<file path="src/rtl/boot_seq_pkg.sv">
package boot_seq_pkg;
    localparam int MEDIA_N         = 5;
    localparam int MED_W           = 3;
    localparam int MAX_STRAP_STEPS = 4;
    localparam int MAX_STEPS       = MAX_STRAP_STEPS + 1;
    localparam int STEP_W          = $clog2(MAX_STEPS + 1);
    localparam int IDX_W           = $clog2(MAX_STRAP_STEPS);

    typedef enum logic [MED_W-1:0] {
        MED_USB     = 3'd0,
        MED_SPINOR  = 3'd1,
        MED_EMMC    = 3'd2,
        MED_SD      = 3'd3,
        MED_SPINAND = 3'd4
    } medium_e;

    typedef enum logic [2:0] {
        ST_LATCH,
        ST_ATTEMPT,
        ST_ADVANCE,
        ST_BOOTED,
        ST_EXHAUSTED
    } seq_state_e;
endpackage

</file>
<file path="src/rtl/boot_order_map.sv">
module boot_order_map
    import boot_seq_pkg::*;
(
    input  logic [2:0]        strap_i,
    input  logic              forced_i,
    input  medium_e           forced_med_i,
    input  logic [STEP_W-1:0] step_i,
    output medium_e           medium_o,
    output logic              last_o
);
    medium_e           base [MAX_STRAP_STEPS];
    logic [STEP_W-1:0] base_len;
    logic [STEP_W-1:0] sidx;

    always_comb begin
        base[0]  = MED_EMMC;
        base[1]  = MED_SD;
        base[2]  = MED_USB;
        base[3]  = MED_USB;
        base_len = STEP_W'(3);
        unique case ({strap_i[1], strap_i[2]})
            2'b00: begin
                base[0]  = MED_USB;
                base[1]  = MED_SPINOR;
                base[2]  = MED_EMMC;
                base[3]  = MED_SD;
                base_len = STEP_W'(4);
            end
            2'b01: begin
                base[0]  = MED_USB;
                base[1]  = MED_EMMC;
                base[2]  = MED_SD;
            end
            2'b10: begin
                base[0]  = MED_SPINOR;
                base[1]  = MED_EMMC;
                base[2]  = MED_SD;
                base[3]  = MED_USB;
                base_len = STEP_W'(4);
            end
            default: begin
                if (!strap_i[0]) begin
                    base[0] = MED_SPINAND;
                    base[1] = MED_EMMC;
                    base[2] = MED_USB;
                end
            end
        endcase
    end

    always_comb begin
        if (forced_i) begin
            sidx   = step_i - STEP_W'(1);
            last_o = (step_i == base_len);
            if (step_i == '0) begin
                medium_o = forced_med_i;
            end else begin
                medium_o = base[sidx[IDX_W-1:0]];
            end
        end else begin
            sidx     = step_i;
            last_o   = (step_i == base_len - STEP_W'(1));
            medium_o = base[sidx[IDX_W-1:0]];
        end
    end
endmodule

</file>
<file path="src/rtl/boot_try_timer.sv">
module boot_try_timer #(
    parameter int TMO_W = 16
) (
    input  logic             clk,
    input  logic             rst_n,
    input  logic             run_i,
    input  logic [TMO_W-1:0] limit_i,
    output logic             expired_o
);
    logic [TMO_W-1:0] cnt_q;

    always_ff @(posedge clk or negedge rst_n) begin
        if (!rst_n) begin
            cnt_q <= '0;
        end else if (!run_i) begin
            cnt_q <= '0;
        end else if (cnt_q != limit_i) begin
            cnt_q <= cnt_q + TMO_W'(1);
        end
    end

    assign expired_o = run_i && (cnt_q == limit_i);
endmodule

</file>
<file path="src/rtl/boot_usb_sticky.sv">
module boot_usb_sticky (
    input  logic clk,
    input  logic por_n,
    input  logic set_i,
    output logic flag_o
);
    always_ff @(posedge clk or negedge por_n) begin
        if (!por_n) begin
            flag_o <= 1'b0;
        end else if (set_i) begin
            flag_o <= 1'b1;
        end
    end
endmodule

</file>
<file path="src/rtl/boot_seq_ctrl.sv">
module boot_seq_ctrl
    import boot_seq_pkg::*;
#(
    parameter int TMO_W = 16
) (
    input  logic               clk,
    input  logic               por_n,
    input  logic               rst_n,
    input  logic [2:0]         strap_i,
    input  logic               ovr_valid_i,
    input  logic [1:0]         ovr_src_i,
    input  logic [TMO_W-1:0]   tmo_limit_i,
    input  logic               ld_done_i,
    input  logic               ld_pass_i,
    output logic [MEDIA_N-1:0] ld_req_o,
    output logic               boot_ok_o,
    output logic [MED_W-1:0]   boot_src_o,
    output logic               exhausted_o,
    output logic               usb_forced_o
);
    logic              sys_rst_n;
    seq_state_e        state_q, state_d;
    logic [2:0]        strap_q;
    logic              forced_q;
    medium_e           fmed_q;
    logic [STEP_W-1:0] step_q;
    medium_e           cur_med;
    logic              last_step;
    logic              expired;
    logic              sticky_q;
    logic              lat_forced;
    medium_e           lat_med;

    assign sys_rst_n = por_n & rst_n;

    // Forced-first selection at capture time: sticky USB beats the override.
    always_comb begin
        lat_forced = 1'b0;
        lat_med    = MED_USB;
        if (sticky_q) begin
            lat_forced = 1'b1;
        end else if (ovr_valid_i) begin
            unique case (ovr_src_i)
                2'b00:   begin lat_forced = 1'b1; lat_med = MED_USB;    end
                2'b01:   begin lat_forced = 1'b1; lat_med = MED_SD;     end
                2'b10:   begin lat_forced = 1'b1; lat_med = MED_SPINOR; end
                default: lat_forced = 1'b0;
            endcase
        end
    end

    boot_usb_sticky u_sticky (
        .clk    (clk),
        .por_n  (por_n),
        .set_i  ((state_q == ST_LATCH) && lat_forced && (lat_med == MED_USB)),
        .flag_o (sticky_q)
    );

    boot_order_map u_map (
        .strap_i      (strap_q),
        .forced_i     (forced_q),
        .forced_med_i (fmed_q),
        .step_i       (step_q),
        .medium_o     (cur_med),
        .last_o       (last_step)
    );

    boot_try_timer #(.TMO_W(TMO_W)) u_timer (
        .clk       (clk),
        .rst_n     (sys_rst_n),
        .run_i     (state_q == ST_ATTEMPT),
        .limit_i   (tmo_limit_i),
        .expired_o (expired)
    );

    always_comb begin
        state_d = state_q;
        unique case (state_q)
            ST_LATCH:   state_d = ST_ATTEMPT;
            ST_ATTEMPT: begin
                if (ld_done_i) begin
                    state_d = ld_pass_i ? ST_BOOTED : ST_ADVANCE;
                end else if (expired) begin
                    state_d = ST_ADVANCE;
                end
            end
            ST_ADVANCE: state_d = last_step ? ST_EXHAUSTED : ST_ATTEMPT;
            ST_BOOTED:    state_d = ST_BOOTED;
            ST_EXHAUSTED: state_d = ST_EXHAUSTED;
            default:      state_d = ST_LATCH;
        endcase
    end

    always_ff @(posedge clk or negedge sys_rst_n) begin
        if (!sys_rst_n) begin
            state_q  <= ST_LATCH;
            strap_q  <= '0;
            forced_q <= 1'b0;
            fmed_q   <= MED_USB;
            step_q   <= '0;
        end else begin
            state_q <= state_d;
            if (state_q == ST_LATCH) begin
                strap_q  <= strap_i;
                forced_q <= lat_forced;
                fmed_q   <= lat_med;
                step_q   <= '0;
            end else if (state_q == ST_ADVANCE && !last_step) begin
                step_q <= step_q + STEP_W'(1);
            end
        end
    end

    always_comb begin
        ld_req_o     = '0;
        boot_ok_o    = 1'b0;
        boot_src_o   = '0;
        exhausted_o  = 1'b0;
        usb_forced_o = sticky_q;
        unique case (state_q)
            ST_ATTEMPT:   ld_req_o = {{(MEDIA_N-1){1'b0}}, 1'b1} << cur_med;
            ST_BOOTED: begin
                boot_ok_o  = 1'b1;
                boot_src_o = cur_med;
            end
            ST_EXHAUSTED: exhausted_o = 1'b1;
            default:      ld_req_o = '0;
        endcase
    end
endmodule

</file>
<file path="config.mk">
export PLATFORM = sky130hd
export DESIGN_NAME = boot_seq_ctrl
export DESIGN_NICKNAME = d
export VERILOG_FILES = /design/src/rtl/boot_seq_pkg.sv /design/src/rtl/boot_order_map.sv /design/src/rtl/boot_try_timer.sv /design/src/rtl/boot_usb_sticky.sv /design/src/rtl/boot_seq_ctrl.sv
export SDC_FILE = /design/constraint.sdc
export NUM_CORES = 1
export LEC_CHECK = 0
export ABC_CLOCK_PERIOD_IN_PS = 2000
export BUFFER_PORTS_ARGS = -buffer_cell sky130_fd_sc_hd__buf_2
export CAP_MARGIN = 20
export CORE_MARGIN = 3
export CORE_UTILIZATION = 30
export CTS_CLUSTER_SIZE = 8
export DETAILED_ROUTE_END_ITERATION = 16
export GPL_ROUTABILITY_DRIVEN = 0
export GPL_TIMING_DRIVEN = 0
export PLACE_DENSITY = 0.51
export SYNTH_ARGS = -nofsm -noshare
export SYNTH_HDL_FRONTEND = slang
export SYNTH_SLANG_ARGS = --single-unit
</file>
<file path="constraint.sdc">
create_clock -name clk -period 2 [get_ports clk]
set_input_delay 0.3 -clock clk [delete_from_list [all_inputs] [get_ports clk]]
set_output_delay 0.3 -clock clk [all_outputs]
set_load 0.01 [all_outputs]
</file>
Yosys cells after proc, flatten, opt, wreduce, memory -nomap -nowiden
Index checks and enable logic that the tools add are counted.
Cells by class
  add/subtract/negate cells: 4
  $lt $le $gt $ge: 2
  equal/unequal tests: 14
  shifts and indexed selects: 1
  multiplexer cells: 32
  bitwise operators: 3
  reductions and logical operators: 13
Operators by type and width (count)
  $mux 3: 14
  $mux 16: 2
  $pmux 9 s3: 1
  $add 16x1->16 const B: 1
  $eq 16x16->1: 1
  $ne 16x16->1: 1
  $pmux 3 s5: 1
  $bmux 3 s2: 2
  $logic_not 3->1: 3
  $mux 9: 1
  $mux 1: 7
  $eq 3x2->1 const B: 2
  $eq 3x3->1: 2
  $ge 3x3->1 const B: 2
  $not 2->3: 2
  $mux 5: 1
  $shl 1x3->5 const A: 1
  $eq 2x1->1 const B: 2
  $eq 2x2->1 const B: 2
  $logic_and 1x1->1: 4
  $logic_not 2->1: 2
  $mux 2: 2
  $pmux 2 s2: 1
  $add 3x1->3 const B: 1
  11 further kinds: 11
Word-level totals
  flip-flop bits (word level): 30
  input port bits: 27
  output and inout bits: 11
  word-level logic and storage cells: 76

Depth between registers and ports, before layout
  depth after elaboration: 10
  mapped depth: 9
  gate-level depth less buffers: 7

Hierarchy
A second synthesis with hierarchy kept.
Second synthesis, totals
  cell total of the unflattened synthesis: 254
  area total of the unflattened synthesis: 2272.2 um^2
Modules (own cells, without submodules)
  boot_try_timer: times used 1, cells each 127, area each 1154.9 um^2, sequential area each 400.4 um^2
  boot_seq_ctrl: times used 1, cells each 72, area each 728.2 um^2, sequential area each 300.3 um^2
  boot_order_map: times used 1, cells each 53, area each 357.8 um^2, sequential area each 0.0 um^2
  boot_usb_sticky: times used 1, cells each 2, area each 31.3 um^2, sequential area each 25.0 um^2

Worst setup path after synthesis
No wires, ideal clock.
  kind: reg-to-output
  start point: register step_q[0]
  end point: output port ld_req_o[3]
  data arrival time: 2.135 ns
  data required time: 1.700 ns
  slack: -0.435 ns
  cell stages (with the launch flop): 9
  buffers on the path: 2
  path through: dfrtp_1 -> buf_2 -> inv_1 -> ha_1 -> clkbuf_1 -> and4_1 -> o21ai_1 -> nand2_1 -> a2111oi_1
On the way
  longest elaborated chain between the ends: 9
  elaborated cells between the ends (all ways): 14
  those cells by class: add/sub: 1; shift: 1; mux: 9; bitwise: 2; reduce/logical: 1
Ends and longest elaborated chain
  start, declared: RTL line boot_seq_ctrl.sv:26  | logic [STEP_W-1:0] step_q;
  start signal, assigned: RTL line boot_seq_ctrl.sv:109  | step_q <= step_q + STEP_W'(1);
  $sub 2x1->2: RTL line boot_order_map.sv:53  | sidx = step_i - STEP_W'(1);
  $not 2->3 (not written as such): RTL line boot_order_map.sv:58  | medium_o = base[sidx[IDX_W-1:0]];
  $bmux 3 s2: RTL line boot_order_map.sv:58
  $mux 3 (not written as such) (2 in series): RTL line boot_order_map.sv:58
  $mux 3: RTL line boot_order_map.sv:55  | if (step_i == '0) begin
  $mux 3 (*): RTL line boot_order_map.sv:52  | if (forced_i) begin
  $shl 1x3->5 (*): RTL line boot_seq_ctrl.sv:121  | ST_ATTEMPT: ld_req_o = {{(MEDIA_N-1){1'b0}}, 1'b1} << cur_med;
  $mux 5 (*): RTL line boot_seq_ctrl.sv:120  | unique case (state_q)
  end, declared: RTL line boot_seq_ctrl.sv:15  | output logic [MEDIA_N-1:0] ld_req_o,
Every way passes the cells marked *; elsewhere a longest branch is shown, timed or not. The select of a mux whose other input is x is not followed.

Final worst setup path
  start point: register strap_q[2]
  end point: output port ld_req_o[2]
On the way
  longest elaborated chain between the ends: 9
  elaborated cells between the ends (all ways): 15
  those cells by class: eq/ne: 2; shift: 1; mux: 11; reduce/logical: 1
Ends and longest elaborated chain
  start, declared: RTL line boot_seq_ctrl.sv:23  | logic [2:0] strap_q;
  start signal, assigned: RTL line boot_seq_ctrl.sv:104  | strap_q <= strap_i;
  $eq 2x2->1 (tied with other cells): RTL line boot_order_map.sv:21  | unique case ({strap_i[1], strap_i[2]})
  $pmux 9 s3 or $mux 2 (tied branches): RTL line boot_order_map.sv:21
  $bmux 3 s2: RTL line boot_order_map.sv:58
  $mux 3 (not written as such) (2 in series): RTL line boot_order_map.sv:58
  $mux 3: RTL line boot_order_map.sv:55
  $mux 3 (*): RTL line boot_order_map.sv:52
  $shl 1x3->5 (*): RTL line boot_seq_ctrl.sv:121
  $mux 5 (*): RTL line boot_seq_ctrl.sv:120
Marked as above.

==> metrics <==
maximum fanout along the worst path 5; clk slew on worst S/H paths 0.07 ns; top-area cell type share of the netlist area 33.4%; Fmax 0.429 GHz; Ys Warns 0; CTS tree built; CTS sink count 29; Worst IR Drop VDD 411 µV; cts bufs inserted 5; die area 8310 µm²; IO buf count 37; Clock Skews 0.00680 ns; Clock Path Buffers 2; Cells after DPL 386; Post-Syn Nets 291; Max Cap Viol 0; Post-synth EDFFs 0; top_reg_cell synth dfrtp_1; Logic pwr share 67.1%; synthesized cell area 2180 µm²; most frequent cells in the layout buf_2 (36), buf_4 (29), dfrtp_1 (23); row cnt 30; Arr. time, crit path 2.03 ns; final non-filler cell total 425; synth top area cells dfrtp_1 (33%), xnor2_1 (7.6%), ha_1 (6.9%); clock latency on the worst-skew pair 0.28 ns; Setup CP Type register to output port; CTS root buffer clkbuf_8; R2R depth 8; DR iter-0 viols 62; RSZ-0062 raised after global routing true; slowest stage delay, CP 0.44 ns; Slew @ Worst Pin 0.569 ns; reg2reg start u_timer.cnt_q[2]; most common cell after layout, fill and taps aside buf_2; wire per inst 14.1 µm; Psw 1.99 mW; DRC Markers 0; r2r setup slk 0.08 ns; Slew Limit Fails 0; post-synthesis cell count 252; drt via density 5.03; NumNets Final 367; router iterations before antenna repair 4; synthesized flop and latch total 29; Seq/Total Area, Yosys 33.4%; total gr overflow 0; hold crit path type input port to async pin; Setup crit end kind output port; Final Worst Setup Slack -0.332 ns; global-route wire length before repair 10.1 mm; Slew HR 62.1%; clock share of power 12.1%; chip height 91.2 µm; status finished, violations left; setup_tns -1.98 ns; IO Pins 38; synth unique cells 47; Leak Pwr 1.33 nW; layout cells sized above 1 43.5%; diode count 0; Sequential Power Share 20.8%; worst r2r dst u_timer.cnt_q[15]; die width 91.2 µm; Routed Antenna Nets 0; synth-to-layout area growth 48.3%; leading area contributor after synthesis dfrtp_1; syn_area_per_cell 8.63 µm²; routed vias 2137; Tcrit/Tclk final 117%; Sw Share 43.4%; Initial Util 31.5%; gr usage total 14.8%; fin crit period 2.33 ns; largest net degree at the start of global routing 20; Final HPWL DP 4.25 mm; htree depth 2; final WL 5.99 mm; CP Cell Sequence inv_2 > ha_4 > nor2_2 > a21oi_2 > o221ai_2 > a32o_2 > buf_6 > nor3_4 > buf_2; async set-reset flop share out of synthesis 100%; CORE AREA 6910 µm²; WP data required 1.70 ns; initial antenna violation count 0; final setup vio count 7; failing checks negative setup slack; Fin. Hold Viols 0; Power Density 1420 nW/µm²; vias in the first global route 2047; Critical Path Start Type register; Pint 2.59 mW; slowest CP cell dfrtp_1
[cells in the mapped netlist, types with 4 or more instances]
cell type,count
inv_1,11
nand2b_1,4
a21oi_1,19
o21ai_0,10
clkbuf_1,7
nand3_1,12
nand2_1,22
dfrtp_1,29
nand4_1,6
ha_1,12
o21ai_1,8
or4_1,6
or3_1,9
mux2i_1,4
o211ai_1,5
xnor2_1,19
nor2_1,12
nor3b_1,4
nor2b_1,4
and2_1,4
nor3_1,5
[how the worst max path moves through the flow]
stage | from | endpoint | slack, ns | depth (start not counted)
6_report | strap_q[2] | ld_req_o[2] | -0.33 | 9
5_1_grt | strap_q[2] | ld_req_o[2] | -0.42 | 9
4_1_cts | step_q[1] | ld_req_o[1] | -0.37 | 9
3_5_place_dp | strap_q[2] | ld_req_o[3] | -0.36 | 8
3_3_place_gp | strap_q[2] | ld_req_o[3] | -0.34 | 8
2_1_floorplan | step_q[0] | ld_req_o[0] | -0.07 | 9
[timing repair]
action,4_1_cts,5_1_grt
hold buffers,1,0
setup buffers,16,18
endpoints found under the hold margin,1,0
endpoints found under the setup margin,8,21
pin swaps,14,11
resized for setup,38,25
[cell families (layout without fill, tap and decap cells)]
kind of cell,Yosys count,in the layout,synth area share (%)
adder cells (fa/ha/maj),12,12,6.90
AO/OA/AOI/OAI,63,63,18.2
XOR/XNOR,19,19,7.65
multiplexers,7,7,3.39
flip-flops,29,29,33.4
AND/OR/NAND/NOR,99,99,25.6
buffers and inverters,23,100,4.83
[per-stage QoR]
step	hold slack (ns)	power, mW	utilization [%]	area (µm²)	setup WS [ns]
final	0.0952	4.58	46.7	3230	-0.332
after global routing	0.139	4.91	46.7	3230	-0.421
after CTS	0.119	4.22	43.3	2990	-0.368
after detailed placement	0.0833	2.98	38.0	2630	-0.358
after global placement	0.0810	2.95	37.6	2600	-0.344
after floorplan	0.00441	2.48	-	2290	-0.0706
[critical path: cells and delay by family (launching register included)]
| kind | cells | cell delay (ns) |
|---|---|---|
| flip-flops | 1 | 0.44 |
| AND/OR/NAND/NOR | 2 | 0.20 |
| adder cells (fa/ha/maj) | 1 | 0.18 |
| buffers and inverters | 3 | 0.41 |
| AO/OA/AOI/OAI | 3 | 0.52 |
[area by class of cell]
class	count	area, µm²
Buffer	8	63.8
Timing Repair Buffer	73	512
Sequential cell	29	733
Clock buffer	7	96.3
Tap cell	96	120
Clock inverter	1	5.00
Fill cell	697	3680
Inverter	11	53.8
Multi-Input combinational cell	200	1640
[per-layer routing]
metal | global-route usage (%) | share of wire, %
met5 | 0 | 0
met4 | 4.40 | 0.88
met3 | 2.98 | 3.1
met2 | 24.3 | 49
met1 | 19.5 | 47
[registers in the layout (all words and copies together) (netlist names)]
name and flops:
strap_q 3, step_q 3, fmed_q 2, forced_q 1, u_sticky.flag_o 1, state_q 3
u_timer.cnt_q 16
[power groups by stage]
stage	sequential, mW	clock [mW]	combinational, mW
global placement	0.889	0	2.06
floorplan	0.857	0	1.62
global route	0.989	0.597	3.32
CTS	0.901	0.569	2.75
detailed placement	0.893	0	2.09
finish	0.954	0.555	3.07
(Power assumes the default switching activity.)
